--- src/rtl/rsq_pkg.sv ---
// Package: shared types for the time-ordered response queue.
// Assumes nothing beyond standard SystemVerilog.
package rsq_pkg;

    // What happens to an enqueue request this cycle
    typedef enum logic [1:0] {
        ENQ_IDLE = 2'd0,  // nothing offered, or no response needed
        ENQ_TAKE = 2'd1,  // entry goes into the array
        ENQ_LATE = 2'd2,  // ready time already passed
        ENQ_FULL = 2'd3   // no room and nothing leaves
    } enq_disp_e;

endpackage

--- src/rtl/rsq_classify.sv ---
// Module: decides the fate of an enqueue request.
// Assumes: pop already reflects this cycle's completed handshake.
module rsq_classify #(
    parameter int TIME_W = 16
) (
    input  logic              enq_valid,
    input  logic              enq_no_resp,
    input  logic [TIME_W-1:0] enq_time,
    input  logic [TIME_W-1:0] cur_time,
    input  logic              full,
    input  logic              pop,
    output rsq_pkg::enq_disp_e disp
);
    import rsq_pkg::*;

    // Priority: discard, then lateness, then capacity
    always_comb begin
        if (!enq_valid || enq_no_resp) begin
            disp = ENQ_IDLE;
        end else if (enq_time < cur_time) begin
            disp = ENQ_LATE;
        end else if (full && !pop) begin
            disp = ENQ_FULL;
        end else begin
            disp = ENQ_TAKE;
        end
    end
endmodule

--- src/rtl/rsq_locate.sv ---
// Module: finds the insert position of a new ready time in the sorted array.
// The position is the number of pending entries whose time is <= the new
// time, so ties land behind existing equal entries.
// Assumes: slots [0, count) are valid and sorted ascending.
module rsq_locate #(
    parameter int DEPTH  = 8,
    parameter int TIME_W = 16,
    localparam int CW    = $clog2(DEPTH + 1)
) (
    input  logic [DEPTH-1:0][TIME_W-1:0] times,
    input  logic [CW-1:0]                count,
    input  logic [TIME_W-1:0]            new_time,
    output logic [CW-1:0]                pos
);
    logic [DEPTH-1:0] not_later;

    // One comparator per slot: pending and not later than the new time
    for (genvar i = 0; i < DEPTH; i++) begin : g_cmp
        assign not_later[i] = (CW'(i) < count) && (times[i] <= new_time);
    end

    // Population count of the comparator flags
    always_comb begin
        pos = '0;
        for (int i = 0; i < DEPTH; i++) begin
            pos = pos + CW'(not_later[i]);
        end
    end
endmodule

--- src/rtl/rsq_store.sv ---
// Module: the sorted entry array with shift-out at the head and shift-insert.
// Assumes: push is only asserted when room exists after a pop; ins_pos is
// already adjusted for a same-cycle pop and lies within [0, count-pop].
module rsq_store #(
    parameter int DEPTH  = 8,
    parameter int TAG_W  = 8,
    parameter int TIME_W = 16,
    localparam int CW    = $clog2(DEPTH + 1)
) (
    input  logic                         clk,
    input  logic                         rst_n,
    input  logic                         push,
    input  logic                         pop,
    input  logic [CW-1:0]                ins_pos,
    input  logic [TAG_W-1:0]             new_tag,
    input  logic [TIME_W-1:0]            new_time,
    output logic [DEPTH-1:0][TAG_W-1:0]  tags,
    output logic [DEPTH-1:0][TIME_W-1:0] times,
    output logic [CW-1:0]                count
);
    logic [DEPTH-1:0][TAG_W-1:0]  tag_sh;
    logic [DEPTH-1:0][TIME_W-1:0] time_sh;
    logic [DEPTH-1:0][TAG_W-1:0]  tag_nx;
    logic [DEPTH-1:0][TIME_W-1:0] time_nx;

    for (genvar i = 0; i < DEPTH; i++) begin : g_slot
        // Array after the optional removal of the head
        if (i + 1 < DEPTH) begin : g_mid
            assign tag_sh[i]  = pop ? tags[i+1]  : tags[i];
            assign time_sh[i] = pop ? times[i+1] : times[i];
        end else begin : g_last
            assign tag_sh[i]  = tags[i];
            assign time_sh[i] = times[i];
        end

        // Slot content after the optional insertion
        if (i == 0) begin : g_first
            always_comb begin
                tag_nx[i]  = tag_sh[i];
                time_nx[i] = time_sh[i];
                if (push && ins_pos == '0) begin
                    tag_nx[i]  = new_tag;
                    time_nx[i] = new_time;
                end
            end
        end else begin : g_rest
            always_comb begin
                tag_nx[i]  = tag_sh[i];
                time_nx[i] = time_sh[i];
                if (push) begin
                    if (ins_pos == CW'(i)) begin
                        tag_nx[i]  = new_tag;
                        time_nx[i] = new_time;
                    end else if (ins_pos < CW'(i)) begin
                        tag_nx[i]  = tag_sh[i-1];
                        time_nx[i] = time_sh[i-1];
                    end
                end
            end
        end
    end

    // Entry storage; contents beyond count are don't-care
    always_ff @(posedge clk) begin
        if (!rst_n) begin
            tags  <= '0;
            times <= '0;
        end else if (push || pop) begin
            tags  <= tag_nx;
            times <= time_nx;
        end
    end

    // Occupancy counter
    always_ff @(posedge clk) begin
        if (!rst_n) begin
            count <= '0;
        end else begin
            count <= count + CW'(push) - CW'(pop);
        end
    end
endmodule

--- src/rtl/rsq_release.sv ---
// Module: release register holding the head's ready time, and the due test.
// Assumes: cur_time never decreases; load is asserted whenever the head
// entry changes identity.
module rsq_release #(
    parameter int TIME_W = 16
) (
    input  logic              clk,
    input  logic              rst_n,
    input  logic              load,
    input  logic [TIME_W-1:0] load_time,
    input  logic [TIME_W-1:0] cur_time,
    input  logic              empty,
    output logic [TIME_W-1:0] arm_time,
    output logic              due
);
    // Re-arm only when a new head appears
    always_ff @(posedge clk) begin
        if (!rst_n) begin
            arm_time <= '0;
        end else if (load) begin
            arm_time <= load_time;
        end
    end

    // Head is due once the running count reaches the armed time
    assign due = !empty && (cur_time >= arm_time);
endmodule

--- src/rtl/resp_time_queue.sv ---
// Module: time-ordered response queue (top).
// Holds up to DEPTH tags sorted by ready time and releases the head once
// cur_time reaches it. Assumes DEPTH >= 2 and that cur_time rises by at
// most one per cycle without wrapping during the queue's use.
module resp_time_queue #(
    parameter int DEPTH  = 8,
    parameter int TAG_W  = 8,
    parameter int TIME_W = 16
) (
    input  logic              clk,
    input  logic              rst_n,
    input  logic [TIME_W-1:0] cur_time,
    input  logic              enq_valid,
    input  logic [TAG_W-1:0]  enq_tag,
    input  logic [TIME_W-1:0] enq_time,
    input  logic              enq_no_resp,
    output logic              deq_valid,
    output logic [TAG_W-1:0]  deq_tag,
    output logic [TIME_W-1:0] deq_time,
    input  logic              deq_ready,
    output logic              full,
    output logic              empty,
    output logic              late_err,
    output logic              overflow
);
    import rsq_pkg::*;

    localparam int CW = $clog2(DEPTH + 1);

    logic [DEPTH-1:0][TAG_W-1:0]  tags;
    logic [DEPTH-1:0][TIME_W-1:0] times;
    logic [CW-1:0]                count;
    logic [CW-1:0]                pos;
    logic [CW-1:0]                ins_pos;
    enq_disp_e                    disp;
    logic                         pop;
    logic                         push;
    logic                         new_head;
    logic                         arm_load;
    logic [TIME_W-1:0]            arm_val;

    assign empty = (count == '0);
    assign full  = (count == CW'(DEPTH));
    assign pop   = deq_valid && deq_ready;
    assign push  = (disp == ENQ_TAKE);

    // A pop only happens for a head at or before cur_time <= enq_time, so the
    // head was counted in pos and the subtraction cannot underflow
    assign ins_pos  = pos - CW'(pop);
    assign new_head = push && (ins_pos == '0);

    // Release register reload: a new earliest entry, or the next one promoted
    assign arm_load = new_head || pop;
    assign arm_val  = new_head ? enq_time : times[1];

    rsq_classify #(.TIME_W(TIME_W)) u_classify (
        .enq_valid   (enq_valid),
        .enq_no_resp (enq_no_resp),
        .enq_time    (enq_time),
        .cur_time    (cur_time),
        .full        (full),
        .pop         (pop),
        .disp        (disp)
    );

    rsq_locate #(.DEPTH(DEPTH), .TIME_W(TIME_W)) u_locate (
        .times    (times),
        .count    (count),
        .new_time (enq_time),
        .pos      (pos)
    );

    rsq_store #(.DEPTH(DEPTH), .TAG_W(TAG_W), .TIME_W(TIME_W)) u_store (
        .clk      (clk),
        .rst_n    (rst_n),
        .push     (push),
        .pop      (pop),
        .ins_pos  (ins_pos),
        .new_tag  (enq_tag),
        .new_time (enq_time),
        .tags     (tags),
        .times    (times),
        .count    (count)
    );

    rsq_release #(.TIME_W(TIME_W)) u_release (
        .clk       (clk),
        .rst_n     (rst_n),
        .load      (arm_load),
        .load_time (arm_val),
        .cur_time  (cur_time),
        .empty     (empty),
        .arm_time  (deq_time),
        .due       (deq_valid)
    );

    assign deq_tag = tags[0];

    // Error pulses, one cycle after the offending request
    always_ff @(posedge clk) begin
        if (!rst_n) begin
            late_err <= 1'b0;
            overflow <= 1'b0;
        end else begin
            late_err <= (disp == ENQ_LATE);
            overflow <= (disp == ENQ_FULL);
        end
    end
endmodule

--- config.mk ---
export PLATFORM = sky130hd
export DESIGN_NAME = resp_time_queue
export DESIGN_NICKNAME = d
export VERILOG_FILES = /design/src/rtl/rsq_pkg.sv /design/src/rtl/rsq_classify.sv /design/src/rtl/rsq_locate.sv /design/src/rtl/rsq_store.sv /design/src/rtl/rsq_release.sv /design/src/rtl/resp_time_queue.sv
export SDC_FILE = /design/constraint.sdc
export NUM_CORES = 1
export LEC_CHECK = 0
export BUFFER_PORTS_ARGS = -buffer_cell sky130_fd_sc_hd__buf_2
export CAP_MARGIN = 20
export CORE_MARGIN = 2
export CORE_UTILIZATION = 35
export CTS_CLUSTER_SIZE = 28
export DETAILED_ROUTE_END_ITERATION = 6
export MAX_ROUTING_LAYER = met4
export PLACE_DENSITY = 0.64
export SYNTH_ARGS = -nofsm -noshare
export SYNTH_HDL_FRONTEND = slang
export SYNTH_HIERARCHICAL = 1
export SYNTH_SLANG_ARGS = --single-unit
--- constraint.sdc ---
create_clock -name clk -period 5.87 [get_ports clk]
set_input_delay 0.8805 -clock clk [delete_from_list [all_inputs] [get_ports clk]]
set_output_delay 0.8805 -clock clk [all_outputs]
set_load 0.05 [all_outputs]
; ---- Yosys cells after proc, flatten, opt, wreduce, memory -nomap -nowiden
; Index checks and enable logic that the tools add are counted.
[totals]
out_inout_bits = 29
in_bits = 45
ramBits = 0
mem_count = 0
romBits = 0
ff_bits = 214
latch_bits = 0
[op_classes]
n_mux = 60
multipliers = 0
shifts = 0
n_div = 0
n_addsub = 10
n_bitwise = 0
n_reduce_logical = 22
n_eq_ne = 11
magnitude_cmp = 25
[ops]
columns = cell, count
row1 = $mux 16, 29
row2 = $mux 8, 28
row3 = $le 16x16->1, 8
row4 = $add 4x1->4, 7
row5 = $eq 4x3->1 const B, 4
row6 = $ge 16x16->1, 1
row7 = $lt 16x16->1, 1
row8 = $lt 3x4->1 const A, 4
row9 = $lt 4x3->1 const B, 4
row10 = $logic_and 1x1->1, 12
row11 = $eq 4x2->1 const B, 2
row12 = $logic_not 4->1, 2
row13 = $lt 1x4->1 const A, 2
row14 = $lt 2x4->1 const A, 2
row15 = $lt 4x2->1 const B, 2
row16 = $sub 4x1->4, 2
row17 = $mux 2, 3
row18 = $eq 2x2->1 const B, 2
row19 = $eq 4x1->1 const B, 1
row20 = $eq 4x4->1 const B, 1
row21 = $lt 4x1->1 const B, 1
row22 = $logic_not 1->1, 3
row23 = $logic_or 1x1->1, 3
row24 = $reduce_and 3->1, 1
row25 = 3 further kinds, 3

; ---- Depth between registers and ports, before layout
; Gate-level depths: netlist (run 1).
[logic_depth]
word_depth = 14
mapped_depth = 26

; ---- Hierarchy
; The synthesis (run 1) kept the hierarchy.
[by_module_without_submodules]
columns = mod, area_each_um2, cells_per_inst, instances
row1 = rsq_store, 11860.1, 1416, 1
row2 = rsq_locate, 3030.4, 382, 1
row3 = rsq_release, 1002.2, 106, 1
row4 = rsq_classify, 426.7, 58, 1
row5 = resp_time_queue, 400.4, 39, 1

; ---- Worst setup path before layout (run 1)
; Ideal clock, no wire load.
[synth_timing]
path_type = input to register
start = input port enq_time[15]
end = register u_release.arm_time[0]
t_required_ns = 5.753
setup_ns = 0.117
arrival_time_ns = 6.148
setup_slack_ns = -0.395
cell_stages = 25
path_buffers = 4
cell_sequence = inv_1 > ha_1 > nand4_1 > nor4_1 > nor4b_1 > a31oi_1 > fa_1 > fa_1 > inv_1 > fa_1 > ha_1 > inv_1 > fa_1 > inv_1 > inv_1 > ha_1 > xor2_1 > or3_1 > buf_6 > buf_6 > nand2b_1 > buf_4 > buf_4 > mux2i_1 > nor2b_1
[synth_between]
elab_chain_len = 13
[synth_rtl]
columns = item, line_no
row1 = "start, declared", resp_time_queue.sv:15  ; input logic [TIME_W-1:0] enq_time,
row2 = $le 16x16->1, rsq_locate.sv:19  ; assign not_later[i] = (CW'(i) < count) && (times[i] <= new_time);
row3 = $logic_and 1x1->1, rsq_locate.sv:19
row4 = $add 1x1->2, rsq_locate.sv:26  ; pos = pos + CW'(not_later[i]);
row5 = $add 4x1->4 (5 in a row), rsq_locate.sv:26
row6 = $add 4x1->4 *, rsq_locate.sv:26
row7 = named net pos[1], resp_time_queue.sv:33  ; logic [CW-1:0] pos;
row8 = $sub 4x1->4 *, resp_time_queue.sv:49  ; assign ins_pos = pos - CW'(pop);
row9 = named net ins_pos[2], resp_time_queue.sv:34  ; logic [CW-1:0] ins_pos;
row10 = $logic_not 4->1 *, resp_time_queue.sv:50  ; assign new_head = push && (ins_pos == '0);
row11 = $logic_and 1x1->1 *, resp_time_queue.sv:50
row12 = $logic_or 1x1->1 *, resp_time_queue.sv:53  ; assign arm_load = new_head || pop;
row13 = named net arm_load, resp_time_queue.sv:39  ; logic arm_load;
row14 = "end signal, assigned", rsq_release.sv:21  ; arm_time <= load_time;
row15 = "end, declared", rsq_release.sv:13  ; output logic [TIME_W-1:0] arm_time,
; The timed path passes the listed nets; every way through them passes the cells marked *.
; A chain may end at the register's enable or synchronous reset.

; ---- Worst setup path after layout (run 1)
[layout_timing]
start = input port enq_time[14]
end = register u_store/times[21] (netlist name)
[layout_between]
elab_chain_len = 14
[layout_rtl]
columns = item, line_no
row1 = $le 16x16->1, rsq_locate.sv:19
row2 = $logic_and 1x1->1, rsq_locate.sv:19
row3 = $add 1x1->2, rsq_locate.sv:26
row4 = $add 4x1->4 (5 in a row), rsq_locate.sv:26
row5 = $add 4x1->4 *, rsq_locate.sv:26
row6 = named net pos[1], resp_time_queue.sv:33
row7 = $sub 4x1->4 *, resp_time_queue.sv:49
row8 = named net ins_pos[3], resp_time_queue.sv:34
row9 = $lt 4x1->1, rsq_store.sv:54  ; end else if (ins_pos < CW'(i)) begin
row10 = $mux 16, rsq_store.sv:54
row11 = $mux 16 *, rsq_store.sv:51  ; if (ins_pos == CW'(i)) begin
row12 = $mux 16 *, rsq_store.sv:50  ; if (push) begin
row13 = "end signal, assigned", rsq_store.sv:70  ; times <= time_nx;
row14 = "end, declared", rsq_store.sv:18  ; output logic [DEPTH-1:0][TIME_W-1:0] times,
; Marks and branches as above.

==> results of run 1 <==
## final timing paths
kind | start | end | slack [ps] | depth (start not counted)
max | enq_time[14] | u_store/times[21]$_SDFFE_PN0P_ | -300 | 23
min | u_store/tags[61]$_SDFFE_PN0P_ | u_store/tags[61]$_SDFFE_PN0P_ | 470 | 2
max reg2reg | u_store/times[13]$_SDFFE_PN0P_ | u_store/times[21]$_SDFFE_PN0P_ | -130 | 21
min reg2reg | u_store/tags[61]$_SDFFE_PN0P_ | u_store/tags[61]$_SDFFE_PN0P_ | 470 | 2
## area by class of cell
type	count	share of cell area (%)
clock inverter	12	0.740
timing repair buffer	340	15.2
clock buffer	34	3.16
multi-input combinational	1551	56.7
tap	615	3.47
sequential	214	19.3
inverter	80	1.45
## layer usage
metal / global-route usage (%) / part of all wire [%] / vias to the layer above
met3: 3.40 / 7.8 / 148
met2: 40.7 / 46 / 810
met4: 10.1 / 4.0 / 0
met1: 32.4 / 42 / 8690
met5: - / 0 / -
li1: - / - / 7987
## flip-flops by register name, summed over array words and instances (netlist names)
signal / cells
late_err: 1
overflow: 1
u_release/arm_time: 16
u_store/count: 4
u_store/tags: 64
u_store/times: 128
## stage by stage
step | std cells | TNS [ps] | utilization, % | instance area [um2] | hold WS [ps]
global placement | 2724 | -160420 | 40.1 | 19000 | 457
finish | 2846 | -31790 | 46.7 | 22200 | 469
detailed placement | 2724 | -164930 | 40.1 | 19000 | 475
CTS | 2822 | -11740 | 45.1 | 21400 | 485
global route | 2846 | -74130 | 46.7 | 22200 | 493
floorplan | 2001 | -630 | - | 16900 | 441
## cells in the final DEF (no fill, tap or decap), drive strengths merged, types with 8 or more instances in the layout
cell type	count
buf	331
o221ai	30
a22oi	14
a2bb2oi	14
dfxtp	214
a21boi	29
o22ai	17
nor2	105
nand4	25
mux2	111
o21bai	8
a31o	9
nor3	63
ha	169
o22a	16
o211ai	13
o221a	15
nor2b	25
mux2i	82
nor4	8
nand2	180
clkbuf	43
a21o	9
or3	25
a211o	24
o21ai	161
nand2b	12
a21oi	127
a221oi	16
inv	76
a221o	11
o211a	22
a211oi	24
nand3	17
a31oi	85
## timing repair
action | CTS | global route
buffers inserted | 35 | 17
hold buffers | 0 | 0
pin swaps | 61 | 43
gates cloned | 17 | 10
gates resized for setup | 179 | 114
endpoints found under the setup margin | 201 | 208
## cells by family after synthesis
| group | share of synthesized area (%) |
|---|---|
| xor gates and xnor gates | 0.367 |
| DFF | 25.6 |
| and+or+nand+nor | 14.4 |
| buffers and inverters | 6.32 |
| muxes | 12.6 |
| adders and majority gates | 13.2 |
| AOI/OAI and AO/OA | 27.5 |
## worst max-delay path: stages
cell and delay, ps:
buf_8 80, clkinvlp_4 120, buf_12 160, ha_4 270
nand4_1 240, a211oi_2 310, a2111oi_2 60, a22oi_1 230
fa_1 470, fa_1 570, inv_2 40, fa_1 550
ha_2 220, inv_2 40, fa_2 530, inv_2 60
nor3b_4 250, xor2_2 160, buf_4 190, or3b_4 460
buf_12 200, or3_4 390, a31oi_1 160
==> results.json, run 1 <==
{
  "status": "finished with violations",
  "violations": "setup timing",
  "multi_input_area_mm2": 0.0126,
  "htree_levels": 1,
  "drc_errors": 0,
  "gp_congestion": 0.902,
  "ant_nets": 0,
  "drt_iter0_markers": 1950,
  "port_buffers": 73,
  "vias": 17600,
  "cts_buffer_depth": 3,
  "crit_fanout": 24,
  "synth.avg_cell_area_um2": 8.36,
  "synth_warnings": 6,
  "boundaryPins": 74,
  "synthDistinctLibCells": 83,
  "fin_crit_ps": 6170,
  "async_flop_share_pct": 0,
  "fmax_ghz": 0.162,
  "dp_hpwl_um": 42700,
  "nets": 2431,
  "grt_pass1_vias": 17300,
  "start_util_pct": 35.2,
  "fin_skew_ps": 16.0,
  "synth_edf_count": 0,
  "cp.arrival_ps": 6640,
  "path_clk_slew_ps": 60,
  "drive_gt1_share_pct": 31.3,
  "hold_viol_final": 0,
  "grt_pass1_wl_um": 97800,
  "core_mm2": 0.0474,
  "dr.pass1.iters": 6,
  "die_area_mm2": 0.0495,
  "fin_crit_sh_pct": 105,
  "worstSkewPairLatency_ps": 560,
  "crit_required_ps": 6340,
  "slew_headroom_pct": 28.4,
  "netlist_top_cells_count": "214 x dfxtp_1, 180 x nand2_1, 169 x ha_1, 159 x o21ai_0, 125 x a21oi_1",
  "antenna_cells": 0,
  "numCtsBuffers": 25,
  "end_kind": "flop",
  "register_area_mm2": 0.00428,
  "track_usage_pct": 25.4,
  "rsz0062_at_grt": "yes",
  "synth_most_common_cell": "dfxtp_1",
  "wl_per_cell_um": 23.0,
  "post-place-ws_ps": -989,
  "ys.flop_type": "dfxtp_1",
  "area_delta_synth_final_pct": 32.6,
  "path_class": "input port to flop",
  "yosysTopAreaCell": "dfxtp_1",
  "routed_via_density": 6.20,
  "ys_ff_latch": 214,
  "antenna_found_initial": 0,
  "layout_setup_ws_ps": -297,
  "wl_um": 65400,
  "cts_root_buf": "clkbuf_16",
  "syn_nets": 2220,
  "die_w_um": 223,
  "final_max_slew_viol_count": 0,
  "setup.worst_path.start_class": "input port",
  "cts_tree": "done",
  "overflow": 0,
  "rows": 80,
  "synth_top_cell_area_share_pct": 25.6,
  "seq_area_frac_synth_pct": 25.6,
  "tightest_slew_ps": 1070,
  "chipHeight_um": 223,
  "drv_cap": 0,
  "clock_sinks": 214,
  "synth_cells": 2001,
  "netlist_area_mm2": 0.0167,
  "fillers": 4538,
  "synthTopCellsByArea": "dfxtp_1 26%, ha_1 13%, mux2_2 6.9%",
  "finalSetupViolCount": 204,
  "grt_start_max_net_pins": 132,
  "hold_path_class": "flop to flop"
}
Power of run 1 is left out: the tool's default activity adds up to more than one toggle a clock period on the data nets, which glitch-free logic cannot reach.
==> inputs of run 2 (changes only) <==
- CORE_UTILIZATION: 35 -> 57
- PLACE_DENSITY: 0.64 -> 0.9
- SETUP_SLACK_MARGIN: default -> 0.02
- SKIP_LAST_GASP: default -> 1
==> run 2 against run 1 <==
Routed wire length down 1.2%. The run ends with DRC, setup timing left. Critical path depth unchanged. Largest cell class unchanged. First-iteration DRC count increased by 61%. Critical path type unchanged.
==> results.json, run 2 (same netlist as run 1, synthesis figures left out) <==
{
  "cts_tree": "done",
  "tightest_slew_ps": 927,
  "fin_tns_setup_ps": -12510,
  "largest_register_ffs": 128,
  "fin_crit_sh_pct": 103,
  "drv_cap": 0,
  "path_delay_family": "adder cells",
  "area_delta_synth_final_pct": 23.9,
  "htree_levels": 1,
  "slowest_delay_ps": 540,
  "core_mm2": 0.0288,
  "die_w_um": 175,
  "cts_buffer_depth": 3,
  "wl_met1_um": 23100,
  "final_common_cell": "dfxtp_1",
  "numCtsBuffers": 25,
  "routed_via_density": 7.21,
  "wl_met3_um": 8090,
  "nets": 2370,
  "final_cell_mix": "214 x dfxtp_1, 178 x nand2_1, 160 x ha_1",
  "chipHeight_um": 175,
  "wl_met2_um": 28300,
  "rows": 62,
  "cts_root_buf": "clkbuf_16",
  "slowest_stage": "fa_2",
  "dp_hpwl_um": 40600,
  "largest_register": "u_store/times",
  "crit_required_ps": 6290,
  "boundaryPins": 74,
  "track_usage_pct": 37.0,
  "grt_start_max_net_pins": 75,
  "finalSetupViolCount": 180,
  "post-place-ws_ps": -785,
  "fin_skew_ps": 18.1,
  "fillers": 1885,
  "violations": "DRC, setup timing",
  "path_class": "input port to flop",
  "drc_errors": 5,
  "overflow": 0,
  "rsz0062_at_grt": "yes",
  "end_kind": "flop",
  "holdWs_ps": 468,
  "grt_pass1_vias": 17100,
  "drt_iter0_markers": 3145,
  "top_regs": "u_store/times (128), u_store/tags (64), u_release/arm_time (16)",
  "start_util_pct": 58.1,
  "port_buffers": 73,
  "wl_per_cell_um": 25.3,
  "wl_um": 64600,
  "hold_path_class": "flop to flop",
  "grt_pass1_wl_um": 89500,
  "crit_path_cell_trace": "buf_2 > inv_1 > buf_4 > ha_1 > nand4_1 > a211oi_2 > a2111oi_2 > a22oi_1 > fa_1 > fa_1 > inv_1 > fa_1 > ha_2 > inv_2 > fa_2 > inv_2 > nor3b_4 > xor2_2 > and4bb_2 > buf_4 > a22oi_1 > nor2_1 > a221o_1",
  "ant_nets": 0,
  "dr.pass1.iters": 7,
  "fmax_ghz": 0.165,
  "gp_congestion": 0.968,
  "antenna_found_initial": 1,
  "path_clk_slew_ps": 60,
  "highest_layer": "met4",
  "fin_crit_ps": 6050,
  "clock_sinks": 214,
  "die_area_mm2": 0.0307,
  "worstSkewPairLatency_ps": 540,
  "layout_setup_ws_ps": -180,
  "hold_viol_final": 0,
  "crit_top_cell": "fa_1",
  "slew_headroom_pct": 37.6,
  "vias": 18400,
  "setup.worst_path.start_class": "input port",
  "status": "finished with violations",
  "crit_fanout": 8,
  "path_buf_inv": 7,
  "cp.arrival_ps": 6470,
  "drive_gt1_share_pct": 27.1,
  "final_max_slew_viol_count": 0
}
[run 2: cell count changes in the layout (fill, tap and decap cells not counted), moves of 11 or more]
cell | before | now
buf_4 | 180 | 151
nand2_1 | 163 | 178
nand2_2 | 12 | 0
buf_6 | 30 | 19
[run 2: repair_timing]
action | 4_1_cts | 5_1_grt
cloned | 0 | 19
hold buffers | 0 | 0
buffers inserted | 2 | 8
endpoints found under the hold margin | 0 | 0
setup endpoints to repair | 207 | 208
pin swaps | 6 | 57
gates resized for setup | 12 | 165
[run 2: stage by stage]
stage,instances,utilization [%],cell area [um2]
2_1_floorplan,2001,-,17000
3_3_place_gp,2480,64.9,18700
3_5_place_dp,2480,64.9,18700
4_1_cts,2526,68.1,19600
5_1_grt,2553,72.0,20700
6_report,2553,72.0,20700
[run 2: layer usage]
layer	up-vias	GRT usage (%)
li1	7868	-
met1	8609	44.8
met2	1515	57.9
met3	424	5.65
met4	0	23.0
met5	-	-
[run 2: path summary, 6_finish.rpt]
check                           startpoint                         endpoint  slack (ps)  cells after the start
max                           enq_time[13]  u_store/times[106]$_SDFFE_PN0P_        -180                     23
min          u_store/tags[61]$_SDFFE_PN0P_    u_store/tags[61]$_SDFFE_PN0P_         470                      2
max reg2reg  u_store/times[5]$_SDFFE_PN0P_  u_store/times[106]$_SDFFE_PN0P_          20                     20
min reg2reg  u_store/tags[61]$_SDFFE_PN0P_    u_store/tags[61]$_SDFFE_PN0P_         470                      2
[run 2: worst reg2reg max path: stages, from the launching register on]
cell	delay [ps]
dfxtp_1	350
ha_1	340
nand4_1	190
nor4_4	310
nor4b_4	280
a31oi_2	80
fa_1	520
fa_1	500
inv_1	50
fa_1	500
ha_2	200
inv_2	50
fa_2	540
inv_2	60
nor3b_4	250
xor2_2	340
and4bb_2	350
buf_4	200
a22oi_1	240
nor2_1	90
a221o_1	290
[run 2: final cells by class]
class	count	area [um2]	share of cell area [%]
multi-input cells	1548	12200	59.0
flip-flops and latches	214	4280	20.7
repair buffers	282	2570	12.4
clock buffers	37	761	3.67
well taps	384	480	2.32
inverters	80	313	1.51
clock inverters	7	92.6	0.447
diodes	1	2.50	0.0121
Power of run 2 is left out for the same reason.
